## src/rtl/sadm_pkg.sv

```systemverilog
package sadm_pkg;

   typedef enum logic [1:0] {
      ST_LOAD = 2'd0,
      ST_SCAN = 2'd1,
      ST_EMIT = 2'd2
   } sadm_state_e;

   localparam int CH_W  = 8;
   localparam int PIX_W = 3 * CH_W;

   localparam int WT_R = 77;
   localparam int WT_G = 150;
   localparam int WT_B = 29;

   function automatic logic [CH_W-1:0] luma_of(input logic [PIX_W-1:0] rgb);
      logic [2*CH_W-1:0] wsum;
      wsum = (2*CH_W)'(rgb[3*CH_W-1:2*CH_W]) * (2*CH_W)'(WT_R)
           + (2*CH_W)'(rgb[2*CH_W-1:CH_W])   * (2*CH_W)'(WT_G)
           + (2*CH_W)'(rgb[CH_W-1:0])        * (2*CH_W)'(WT_B);
      return wsum[2*CH_W-1:CH_W];
   endfunction

endpackage

```

## src/rtl/sadm_luma.sv

```systemverilog
module sadm_luma
   import sadm_pkg::*;
(
   input  logic [PIX_W-1:0] rgb,
   output logic [CH_W-1:0]  y
);
   always_comb y = luma_of(rgb);
endmodule

```

## src/rtl/sadm_bufs.sv

```systemverilog
module sadm_bufs
   import sadm_pkg::*;
#(
   parameter int TPL_PIX = 16,
   parameter int SRC_PIX = 256,
   localparam int TA_W = (TPL_PIX > 1) ? $clog2(TPL_PIX) : 1,
   localparam int SA_W = (SRC_PIX > 1) ? $clog2(SRC_PIX) : 1
)(
   input  logic            clk,
   input  logic            tpl_we,
   input  logic            src_we,
   input  logic [TA_W-1:0] tpl_wa,
   input  logic [SA_W-1:0] src_wa,
   input  logic [CH_W-1:0] wd,
   input  logic [TA_W-1:0] tpl_ra,
   input  logic [SA_W-1:0] src_ra,
   output logic [CH_W-1:0] tpl_rd,
   output logic [CH_W-1:0] src_rd
);
   logic [CH_W-1:0] tpl_mem [TPL_PIX];
   logic [CH_W-1:0] src_mem [SRC_PIX];

   always_ff @(posedge clk) begin
      if (tpl_we) tpl_mem[tpl_wa] <= wd;
      if (src_we) src_mem[src_wa] <= wd;
   end

   always_comb begin
      tpl_rd = tpl_mem[tpl_ra];
      src_rd = src_mem[src_ra];
   end
endmodule

```

## src/rtl/sadm_ingest.sv

```systemverilog
module sadm_ingest
   import sadm_pkg::*;
#(
   parameter int TPL_PIX = 16,
   parameter int SRC_PIX = 256,
   parameter int SAD_W   = 12,
   localparam int TOT    = TPL_PIX + SRC_PIX,
   localparam int CNT_W  = $clog2(TOT + 1),
   localparam int TA_W   = (TPL_PIX > 1) ? $clog2(TPL_PIX) : 1,
   localparam int SA_W   = (SRC_PIX > 1) ? $clog2(SRC_PIX) : 1
)(
   input  logic             clk,
   input  logic             rst_n,
   input  logic             s_tvalid,
   output logic             s_tready,
   input  logic [SAD_W-1:0] limit_in,
   input  logic             scan_fin,
   output logic             tpl_we,
   output logic             src_we,
   output logic [TA_W-1:0]  tpl_wa,
   output logic [SA_W-1:0]  src_wa,
   output logic [SAD_W-1:0] limit_q,
   output logic             scan_go
);
   logic [CNT_W-1:0] cnt;
   logic             busy;
   logic             take;
   logic             in_tpl;

   always_comb begin
      s_tready = !busy;
      take     = s_tvalid && !busy;
      in_tpl   = 32'(cnt) < TPL_PIX;
      tpl_we   = take && in_tpl;
      src_we   = take && !in_tpl;
      tpl_wa   = TA_W'(cnt);
      src_wa   = SA_W'(32'(cnt) - TPL_PIX);
   end

   always_ff @(posedge clk) begin
      if (!rst_n) begin
         cnt     <= '0;
         busy    <= 1'b0;
         limit_q <= '0;
         scan_go <= 1'b0;
      end else begin
         scan_go <= 1'b0;
         if (take) begin
            if (cnt == '0) limit_q <= limit_in;
            if (cnt == CNT_W'(TOT - 1)) begin
               cnt     <= '0;
               busy    <= 1'b1;
               scan_go <= 1'b1;
            end else begin
               cnt <= cnt + 1'b1;
            end
         end
         if (scan_fin) busy <= 1'b0;
      end
   end


   cnt_range_chk: assert property (@(posedge clk) disable iff (!rst_n)
      32'(cnt) < TOT);


   hold_count_busy_chk: assert property (@(posedge clk) disable iff (!rst_n)
      busy |=> $stable(cnt));
endmodule

```

## src/rtl/sadm_scan.sv

```systemverilog
module sadm_scan
   import sadm_pkg::*;
#(
   parameter int SRC_W = 16,
   parameter int SRC_H = 16,
   parameter int TPL_W = 4,
   parameter int TPL_H = 4,
   parameter int SAD_W = 12,
   localparam int TPL_PIX = TPL_W * TPL_H,
   localparam int SRC_PIX = SRC_W * SRC_H,
   localparam int POS_W   = SRC_W - TPL_W + 1,
   localparam int POS_H   = SRC_H - TPL_H + 1,
   localparam int DIM_MAX = (SRC_W > SRC_H) ? SRC_W : SRC_H,
   localparam int CW      = $clog2(DIM_MAX + 1),
   localparam int TA_W    = (TPL_PIX > 1) ? $clog2(TPL_PIX) : 1,
   localparam int SA_W    = (SRC_PIX > 1) ? $clog2(SRC_PIX) : 1
)(
   input  logic             clk,
   input  logic             rst_n,
   input  logic             scan_go,
   input  logic [SAD_W-1:0] limit_q,
   input  logic [CH_W-1:0]  tpl_rd,
   input  logic [CH_W-1:0]  src_rd,
   output logic [TA_W-1:0]  tpl_ra,
   output logic [SA_W-1:0]  src_ra,
   output logic             m_tvalid,
   output logic             m_tdata,
   output logic             m_tlast,
   input  logic             m_tready,
   output logic             scan_fin
);
   sadm_state_e      st;
   logic [CW-1:0]    px, py, tx, ty;
   logic [SAD_W-1:0] acc, acc_sum;
   logic [CH_W-1:0]  adiff;
   logic             last_k, last_pos;

   always_comb begin
      tpl_ra   = TA_W'(32'(ty) * TPL_W + 32'(tx));
      src_ra   = SA_W'((32'(py) + 32'(ty)) * SRC_W + 32'(px) + 32'(tx));
      adiff    = (src_rd > tpl_rd) ? (src_rd - tpl_rd) : (tpl_rd - src_rd);
      acc_sum  = acc + SAD_W'(adiff);
      last_k   = (tx == CW'(TPL_W - 1)) && (ty == CW'(TPL_H - 1));
      last_pos = (px == CW'(POS_W - 1)) && (py == CW'(POS_H - 1));
      scan_fin = (st == ST_EMIT) && m_tready && last_pos;
   end

   always_ff @(posedge clk) begin
      if (!rst_n) begin
         st       <= ST_LOAD;
         px       <= '0;
         py       <= '0;
         tx       <= '0;
         ty       <= '0;
         acc      <= '0;
         m_tvalid <= 1'b0;
         m_tdata  <= 1'b0;
         m_tlast  <= 1'b0;
      end else begin
         unique case (st)
            ST_LOAD: begin
               if (scan_go) begin
                  st  <= ST_SCAN;
                  px  <= '0;
                  py  <= '0;
                  tx  <= '0;
                  ty  <= '0;
                  acc <= '0;
               end
            end
            ST_SCAN: begin
               if (last_k) begin
                  m_tvalid <= 1'b1;
                  m_tdata  <= (acc_sum <= limit_q);
                  m_tlast  <= last_pos;
                  acc      <= '0;
                  tx       <= '0;
                  ty       <= '0;
                  st       <= ST_EMIT;
               end else begin
                  acc <= acc_sum;
                  if (tx == CW'(TPL_W - 1)) begin
                     tx <= '0;
                     ty <= ty + 1'b1;
                  end else begin
                     tx <= tx + 1'b1;
                  end
               end
            end
            ST_EMIT: begin
               if (m_tready) begin
                  m_tvalid <= 1'b0;
                  m_tlast  <= 1'b0;
                  if (last_pos) begin
                     px <= '0;
                     py <= '0;
                     st <= ST_LOAD;
                  end else begin
                     st <= ST_SCAN;
                     if (px == CW'(POS_W - 1)) begin
                        px <= '0;
                        py <= py + 1'b1;
                     end else begin
                        px <= px + 1'b1;
                     end
                  end
               end
            end
            default: st <= ST_LOAD;
         endcase
      end
   end


   acc_no_wrap_chk: assert property (@(posedge clk) disable iff (!rst_n)
      (st == ST_SCAN) |-> (acc_sum >= acc));


   hold_under_stall_chk: assert property (@(posedge clk) disable iff (!rst_n)
      (m_tvalid && !m_tready) |=> (m_tvalid && $stable(m_tdata) && $stable(m_tlast)));


   last_only_valid_chk: assert property (@(posedge clk) disable iff (!rst_n)
      m_tlast |-> m_tvalid);
endmodule

```

## src/rtl/sad_match_stream.sv

```systemverilog
module sad_match_stream
   import sadm_pkg::*;
#(
   parameter int SRC_W = 16,
   parameter int SRC_H = 16,
   parameter int TPL_W = 4,
   parameter int TPL_H = 4,
   localparam int TPL_PIX = TPL_W * TPL_H,
   localparam int SRC_PIX = SRC_W * SRC_H,
   localparam int SAD_W   = $clog2(255 * TPL_PIX + 1),
   localparam int TA_W    = (TPL_PIX > 1) ? $clog2(TPL_PIX) : 1,
   localparam int SA_W    = (SRC_PIX > 1) ? $clog2(SRC_PIX) : 1
)(
   input  logic             clk,
   input  logic             rst_n,
   input  logic [23:0]      s_tdata,
   input  logic             s_tvalid,
   output logic             s_tready,
   input  logic [SAD_W-1:0] match_limit,
   output logic             m_tdata,
   output logic             m_tvalid,
   input  logic             m_tready,
   output logic             m_tlast
);
   initial begin
      size_w_chk: assert (TPL_W >= 1 && TPL_W <= SRC_W)
         else $error("template width must be 1..SRC_W");
      size_h_chk: assert (TPL_H >= 1 && TPL_H <= SRC_H)
         else $error("template height must be 1..SRC_H");
      pix_w_chk: assert (PIX_W == 24)
         else $error("pixel word must be 24 bits");
   end

   logic [CH_W-1:0]  y;
   logic             tpl_we, src_we, scan_go, scan_fin;
   logic [TA_W-1:0]  tpl_wa, tpl_ra;
   logic [SA_W-1:0]  src_wa, src_ra;
   logic [CH_W-1:0]  tpl_rd, src_rd;
   logic [SAD_W-1:0] limit_q;

   sadm_luma u_luma (.rgb(s_tdata), .y(y));

   sadm_ingest #(.TPL_PIX(TPL_PIX), .SRC_PIX(SRC_PIX), .SAD_W(SAD_W)) u_ingest (
      .clk(clk), .rst_n(rst_n), .s_tvalid(s_tvalid), .s_tready(s_tready),
      .limit_in(match_limit), .scan_fin(scan_fin), .tpl_we(tpl_we), .src_we(src_we),
      .tpl_wa(tpl_wa), .src_wa(src_wa), .limit_q(limit_q), .scan_go(scan_go)
   );

   sadm_bufs #(.TPL_PIX(TPL_PIX), .SRC_PIX(SRC_PIX)) u_bufs (
      .clk(clk), .tpl_we(tpl_we), .src_we(src_we), .tpl_wa(tpl_wa), .src_wa(src_wa),
      .wd(y), .tpl_ra(tpl_ra), .src_ra(src_ra), .tpl_rd(tpl_rd), .src_rd(src_rd)
   );

   sadm_scan #(.SRC_W(SRC_W), .SRC_H(SRC_H), .TPL_W(TPL_W), .TPL_H(TPL_H),
               .SAD_W(SAD_W)) u_scan (
      .clk(clk), .rst_n(rst_n), .scan_go(scan_go), .limit_q(limit_q),
      .tpl_rd(tpl_rd), .src_rd(src_rd), .tpl_ra(tpl_ra), .src_ra(src_ra),
      .m_tvalid(m_tvalid), .m_tdata(m_tdata), .m_tlast(m_tlast),
      .m_tready(m_tready), .scan_fin(scan_fin)
   );


   no_input_while_emit_chk: assert property (@(posedge clk) disable iff (!rst_n)
      m_tvalid |-> !s_tready);


   reopen_after_last_chk: assert property (@(posedge clk) disable iff (!rst_n)
      (m_tvalid && m_tready && m_tlast) |=> s_tready);
endmodule

```

## config.mk

```make
export PLATFORM = sky130hd
export DESIGN_NAME = sad_match_stream
export DESIGN_NICKNAME = d
export VERILOG_FILES = /design/src/rtl/sadm_pkg.sv /design/src/rtl/sadm_luma.sv /design/src/rtl/sadm_bufs.sv /design/src/rtl/sadm_ingest.sv /design/src/rtl/sadm_scan.sv /design/src/rtl/sad_match_stream.sv
export SDC_FILE = /design/constraint.sdc
export NUM_CORES = 2
export LEC_CHECK = 0
export ABC_AREA = 1
export ABC_CLOCK_PERIOD_IN_PS = 25400
export BUFFER_PORTS_ARGS = -buffer_cell sky130_fd_sc_hd__buf_2
export CAP_MARGIN = 15
export CORE_MARGIN = 1
export CORE_UTILIZATION = 30
export DETAILED_ROUTE_END_ITERATION = 12
export PLACE_DENSITY = 0.49
export SLEW_MARGIN = 30
export SYNTH_ARGS = -nofsm -noshare
export SYNTH_HDL_FRONTEND = slang
export SYNTH_HIERARCHICAL = 1
export SYNTH_SLANG_ARGS = --single-unit
```

## constraint.sdc

```tcl
create_clock -name clk -period 25.4 [get_ports clk]
set_input_delay 5.08 -clock clk [delete_from_list [all_inputs] [get_ports clk]]
set_output_delay 5.08 -clock clk [all_outputs]
set_load 0.05 [all_outputs]
```

# ---- After elaboration in Yosys (flattened, before gate mapping)
# Memories as Yosys holds them, arrays and structs flattened.
# Index checks and enable logic that the tools add are counted.
dict set report word_totals {
  regBits 60
  word_cells 109
  output_inout_bits 4
  inputBits 40
  n_memories 2
  ramBits 2176
}
dict set report classes {
  n_reduce_logical 25
  mux 35
  n_eq_ne 12
  mul 3
  addsub 15
  n_bitwise 1
  order_cmp 3
}
# name words word_bits read_ports rd_clocked_by_memory_dff write_ports line
set memory_table {}
lappend memory_table {u_bufs.src_mem 256 8 1 0 1 sadm_bufs.sv:21} ;# logic [CH_W-1:0] src_mem [SRC_PIX];
lappend memory_table {u_bufs.tpl_mem 16 8 1 0 1 sadm_bufs.sv:20} ;# logic [CH_W-1:0] tpl_mem [TPL_PIX];
# cell n
set op_table {}
lappend op_table {{$mux W5} 11}
lappend op_table {{$pmux W5 S2} 4}
lappend op_table {{$mul A8 B7 Y15 const B} 2}
lappend op_table {{$mux W12} 2}
lappend op_table {{$pmux W12 S2} 1}
lappend op_table {{$add A5 B1 Y5 const B} 4}
lappend op_table {{$add A15 B16 Y16} 1}
lappend op_table {{$add A16 B13 Y16} 1}
lappend op_table {{$add A8 B5 Y8} 2}
lappend op_table {{$sub A8 B8 Y8} 2}
lappend op_table {{$mul A8 B5 Y13 const B} 1}
lappend op_table {{$add A12 B8 Y12} 1}
lappend op_table {{$le A12 B12 Y1} 1}
lappend op_table {{$reduce_and A3 Y1} 4}
lappend op_table {{$eq A5 B2 Y1 const B} 2}
lappend op_table {{$eq A5 B4 Y1 const B} 2}
lappend op_table {{$reduce_and A2 Y1} 5}
lappend op_table {{$add A9 B1 Y9 const B} 1}
lappend op_table {{$eq A9 B9 Y1 const B} 1}
lappend op_table {{$logic_not A9 Y1} 1}
lappend op_table {{$lt A9 B5 Y1 const B} 1}
lappend op_table {{$mux W1} 9}
lappend op_table {{$mux W9} 1}
lappend op_table {{$add A4 B4 Y4} 2}
lappend op_table {{other kinds (18)} 32}

# ---- Depth between registers and ports, before layout
# An unclocked memory read counts as a cell.
dict set report depth {
  ltp_word 9
  depth_mapped 48
}

# ---- By module
# The synthesis kept the hierarchy.
# mod n_inst cells_each area_each_um2
set by_module_without_submodules {}
lappend by_module_without_submodules {sadm_bufs 1 7332 88280.9}
lappend by_module_without_submodules {sadm_scan 1 575 3857.4}
lappend by_module_without_submodules {sadm_luma 1 422 3429.5}
lappend by_module_without_submodules {sadm_ingest 1 184 1310.0}

# ---- Worst setup path after synthesis
# No wires, ideal clock.
dict set report synth_timing {
  kind {input to register}
  from {in s_tdata[11]}
  to {mem u_bufs.src_mem[0][3], data pin}
  n_path_buf 0
  stages 24
  setup_slack_ns 6.024
  arrival_ns 17.640
  cell_sequence {ha_1 -> ha_1 -> ha_1 -> inv_1 -> fa_1 -> inv_1 -> ha_1 -> a21oi_1 -> o21ai_1 -> a21oi_1 -> xnor2_1 -> fa_1 -> fa_1 -> inv_1 -> fa_1 -> fa_1 -> inv_1 -> ha_1 -> nand2_1 -> nand2_1 -> nand2_1 -> nand2_1 -> a21oi_1 -> xnor2_1}
}
dict set report synth_via {
  elab_chain_cells 3
}
# element line
set synth_lines {}
lappend synth_lines {{start, declared} sad_match_stream.sv:16} ;# input logic [23:0] s_tdata,
lappend synth_lines {{$mul A8 B7 Y15} sadm_pkg.sv:19} ;# + (2*CH_W)'(rgb[2*CH_W-1:CH_W]) * (2*CH_W)'(WT_G)
lappend synth_lines {{$add A15 B16 Y16} sadm_pkg.sv:19}
lappend synth_lines {{$add A16 B13 Y16} sadm_pkg.sv:20} ;# + (2*CH_W)'(rgb[CH_W-1:0]) * (2*CH_W)'(WT_B);
lappend synth_lines {{via y[3]} sad_match_stream.sv:34} ;# logic [CH_W-1:0] y;
lappend synth_lines {{end, declared} sadm_bufs.sv:21}
# The timed path passes the listed nets, and every way through them passes these cells.

# ---- Final worst setup path
dict set report layout_timing {
  from {in s_tdata[11]}
  to {mem u_bufs.src_mem[253][6], data pin}
}
# The elaborated chain is that of the path after synthesis.

==> impl_metrics.env <==
export IMPL_status="finished clean"
export IMPL_firstDrtPassIters=6
export IMPL_cp_end_kind="flop"
export IMPL_fin_tns_setup_ns=0
export IMPL_port_buffer_count=43
export IMPL_hold_viol_final=0
export IMPL_cts_setup_buffers=0
export IMPL_layout_drive_gt1_share_pct=7.51
export IMPL_register_area_sq_um=66500
export IMPL_vias=64554
export IMPL_synthTopCellsByArea="edfxtp_1 67%, nand3_1 11%, nand2_1 9.2%, ha_1 1.8%, buf_2 1.4%"
export IMPL_critPathTopFamily="adder cells"
export IMPL_maxSlewViolCount=0
export IMPL_skew_ns=0.0811
export IMPL_ioPinCount=44
export IMPL_synth_area_sq_um=96900
export IMPL_worst_pin_slew_ns=1.05
export IMPL_r2r_cells=38
export IMPL_rsz0062_at_grt="false"
export IMPL_grt_use_total_pct=17.6
export IMPL_hold_buffers=0
export IMPL_initial_core_util_pct=30.2
export IMPL_crit_fanout=63
export IMPL_crit_slowest_cell="buf_4"
export IMPL_synth_ff_type="edfxtp_1"
export IMPL_cts_buffer_depth=4
export IMPL_arrival_ns=13.62
export IMPL_yosysTopAreaCellShare_pct=67.4
export IMPL_synthTopCellsByCount="2368 x nand2_1, 2176 x edfxtp_1, 2094 x nand3_1"
export IMPL_worst_setup_path_type="in2reg"
export IMPL_clk_latency_ns=0.91
export IMPL_placed_area_sq_um=101000
export IMPL_timing_fmax_ghz=0.0766
export IMPL_r2r_setup_slack_ns=15.96
export IMPL_cp_required_ns=25.97
export IMPL_via_per_inst=5.01
export IMPL_grt_ovfl_total=0
export IMPL_dp_hpwl_mm=165
export IMPL_die_h_microns=570
export IMPL_r2r_start="u_scan/tx[0]"
export IMPL_grt_pass1_wl_mm=431
export IMPL_routedWlPerCell_microns=22.6
export IMPL_cts_tree="built"
export IMPL_synth_seq_area_share_pct=68.7
export IMPL_core_area_sq_um=321000
export IMPL_synth_seq_cells=2236
export IMPL_yosysTopAreaCell="edfxtp_1"
export IMPL_path_clk_slew_ns=0.06
export IMPL_cts_resized=0
export IMPL_avgSynthCellArea_sq_um=11.4
export IMPL_die_x_microns=570
export IMPL_gp_congestion=0.818
export IMPL_syn2layout_area_growth_pct=12.4
export IMPL_worst_path_buf_inv=9
export IMPL_finalCoreUtilization_pct=33.9
export IMPL_cp_depth=28
export IMPL_synth_edf_count=2176
export IMPL_drt_total_wl_mm=292
export IMPL_stdcell_area_sq_um=109000
export IMPL_cap_violations=0
export IMPL_max_stage_delay_ns=0.70
export IMPL_min_path_type="reg2reg"
export IMPL_synth_most_common_cell="nand2_1"
export IMPL_drt_iter0_drc=6676
export IMPL_grt_pass1_vias=61784
export IMPL_cts_buffers=238
export IMPL_crit_end="u_bufs/src_mem[253][6]"
export IMPL_setup_viol=0
export IMPL_grt_max_degree=185
export IMPL_multiInputGateArea_sq_um=27000
export IMPL_slew_headroom_pct=30.0
export IMPL_cts_htree_levels=4
export IMPL_cts_sinks=2236
export IMPL_final_period_utilization_pct=51.4
export IMPL_fillers=31967
export IMPL_cts_root_buf="clkbuf_16"
export IMPL_ant_nets=0
export IMPL_hold_depth=2
export IMPL_fin_hold_ws_ns=0.468
export IMPL_synthDistinctLibCells=49
export IMPL_synth_cells=8513
export IMPL_crit_start="s_tdata[11]"
export IMPL_drc=0
export IMPL_synth_async_reset_ratio_pct=0
export IMPL_dieArea_sq_um=325000
export IMPL_rows=208
export IMPL_syn_nets=8757
export IMPL_ys_warn_count=6
export IMPL_grt_antenna_before_repair=5
export IMPL_r2r_end="u_scan/m_tdata"
export IMPL_nets=8635
export IMPL_period_minus_slack_ns=13.05
export IMPL_start_kind="input port"
-- stage by stage --
stage / cells / worst slack, ns
global route: 12881 / 11.91
CTS: 12877 / 12.34
finish: 12887 / 12.35
global placement: 12449 / 11.29
detailed placement: 12453 / 11.45
floorplan: 8513 / 6.02
-- how the worst min path moves through the flow --
stage / startpoint / end / slack [ns]
6_report: u_scan/m_tvalid / u_scan/m_tvalid / 0.47
5_1_grt: u_scan/m_tvalid / u_scan/m_tvalid / 0.47
4_1_cts: u_scan/m_tvalid / u_scan/m_tvalid / 0.47
3_5_place_dp: u_scan/m_tvalid / u_scan/m_tvalid / 0.46
3_3_place_gp: u_scan/acc[0] / u_scan/acc[0] / 0.46
2_1_floorplan: u_scan/acc[0] / u_scan/acc[0] / 0.45
-- worst reg2reg max path, delay by kind of cell (launching register included) --
kind	cells	cell delay, ns
adder cells (fa/ha/maj)	4	1.48
AND/OR/NAND/NOR	25	3.64
buffers and inverters	6	3.04
flip-flops	1	0.62
AO/OA/AOI/OAI	3	0.56
-- cell usage in the layout (no fill, tap or decap), drive strengths merged --
cell / count
dfxtp: 60
nand4: 29
o21ai: 66
nand3: 2097
edfxtp: 2176
a21o: 4
inv: 315
o22ai: 1
a211oi: 2
o21bai: 5
fa: 61
a21oi: 115
xnor2: 16
o21a: 1
ha: 143
buf: 168
and2: 6
o211ai: 34
nor2: 365
nor3b: 3
a31oi: 3
bufinv: 16
nand2: 2389
clkinvlp: 4
nand3b: 3
xor2: 26
clkbuf: 324
a22oi: 1
clkinv: 78
or2: 4
a21boi: 1
diode: 7
mux2i: 32
nor3: 25
nor4: 2
-- cell type report --
type / count / share of cell area (%)
Timing Repair Buffer: 168 / 1.32
Multi-Input combinational cell: 5434 / 24.8
Sequential cell: 2236 / 61.1
Tap cell: 4305 / 4.95
Antenna cell: 7 / 0.0161
Inverter: 313 / 1.12
Clock inverter: 100 / 0.846
Clock buffer: 324 / 5.84
-- kinds of logic after synthesis --
logic type | Yosys count | share of synthesized area, %
buffers and inverters | 843 | 3.97
multiplexers | 32 | 0.331
XOR/XNOR | 42 | 0.380
AND/OR/NAND/NOR | 4923 | 22.2
AO/OA/AOI/OAI | 233 | 1.37
adder cells (fa/ha/maj) | 204 | 3.11
flip-flops | 2236 | 68.7
-- flip-flops by register name (all words and copies together), names as in the netlist, 2 cells and up --
register and cells:
u_scan/st 2, u_ingest/cnt 9, u_scan/acc 12, u_scan/px 5
u_ingest/limit_q 12, u_scan/tx 5, u_bufs/tpl_mem 128, u_bufs/src_mem 2048
u_scan/ty 5, u_scan/py 5
-- per-layer routing --
layer | vias to the layer above | part of all wire, % | GRT usage, %
li1 | 29645 | - | -
met1 | 32439 | 44 | 24.5
met5 | - | 0 | 0
met4 | 0 | 2.6 | 4.76
met3 | 379 | 6.6 | 3.04
met2 | 2091 | 46 | 28.0
Power is not shown: default switching activity piles up to over one toggle a cycle in this logic, so the estimate is an artifact.
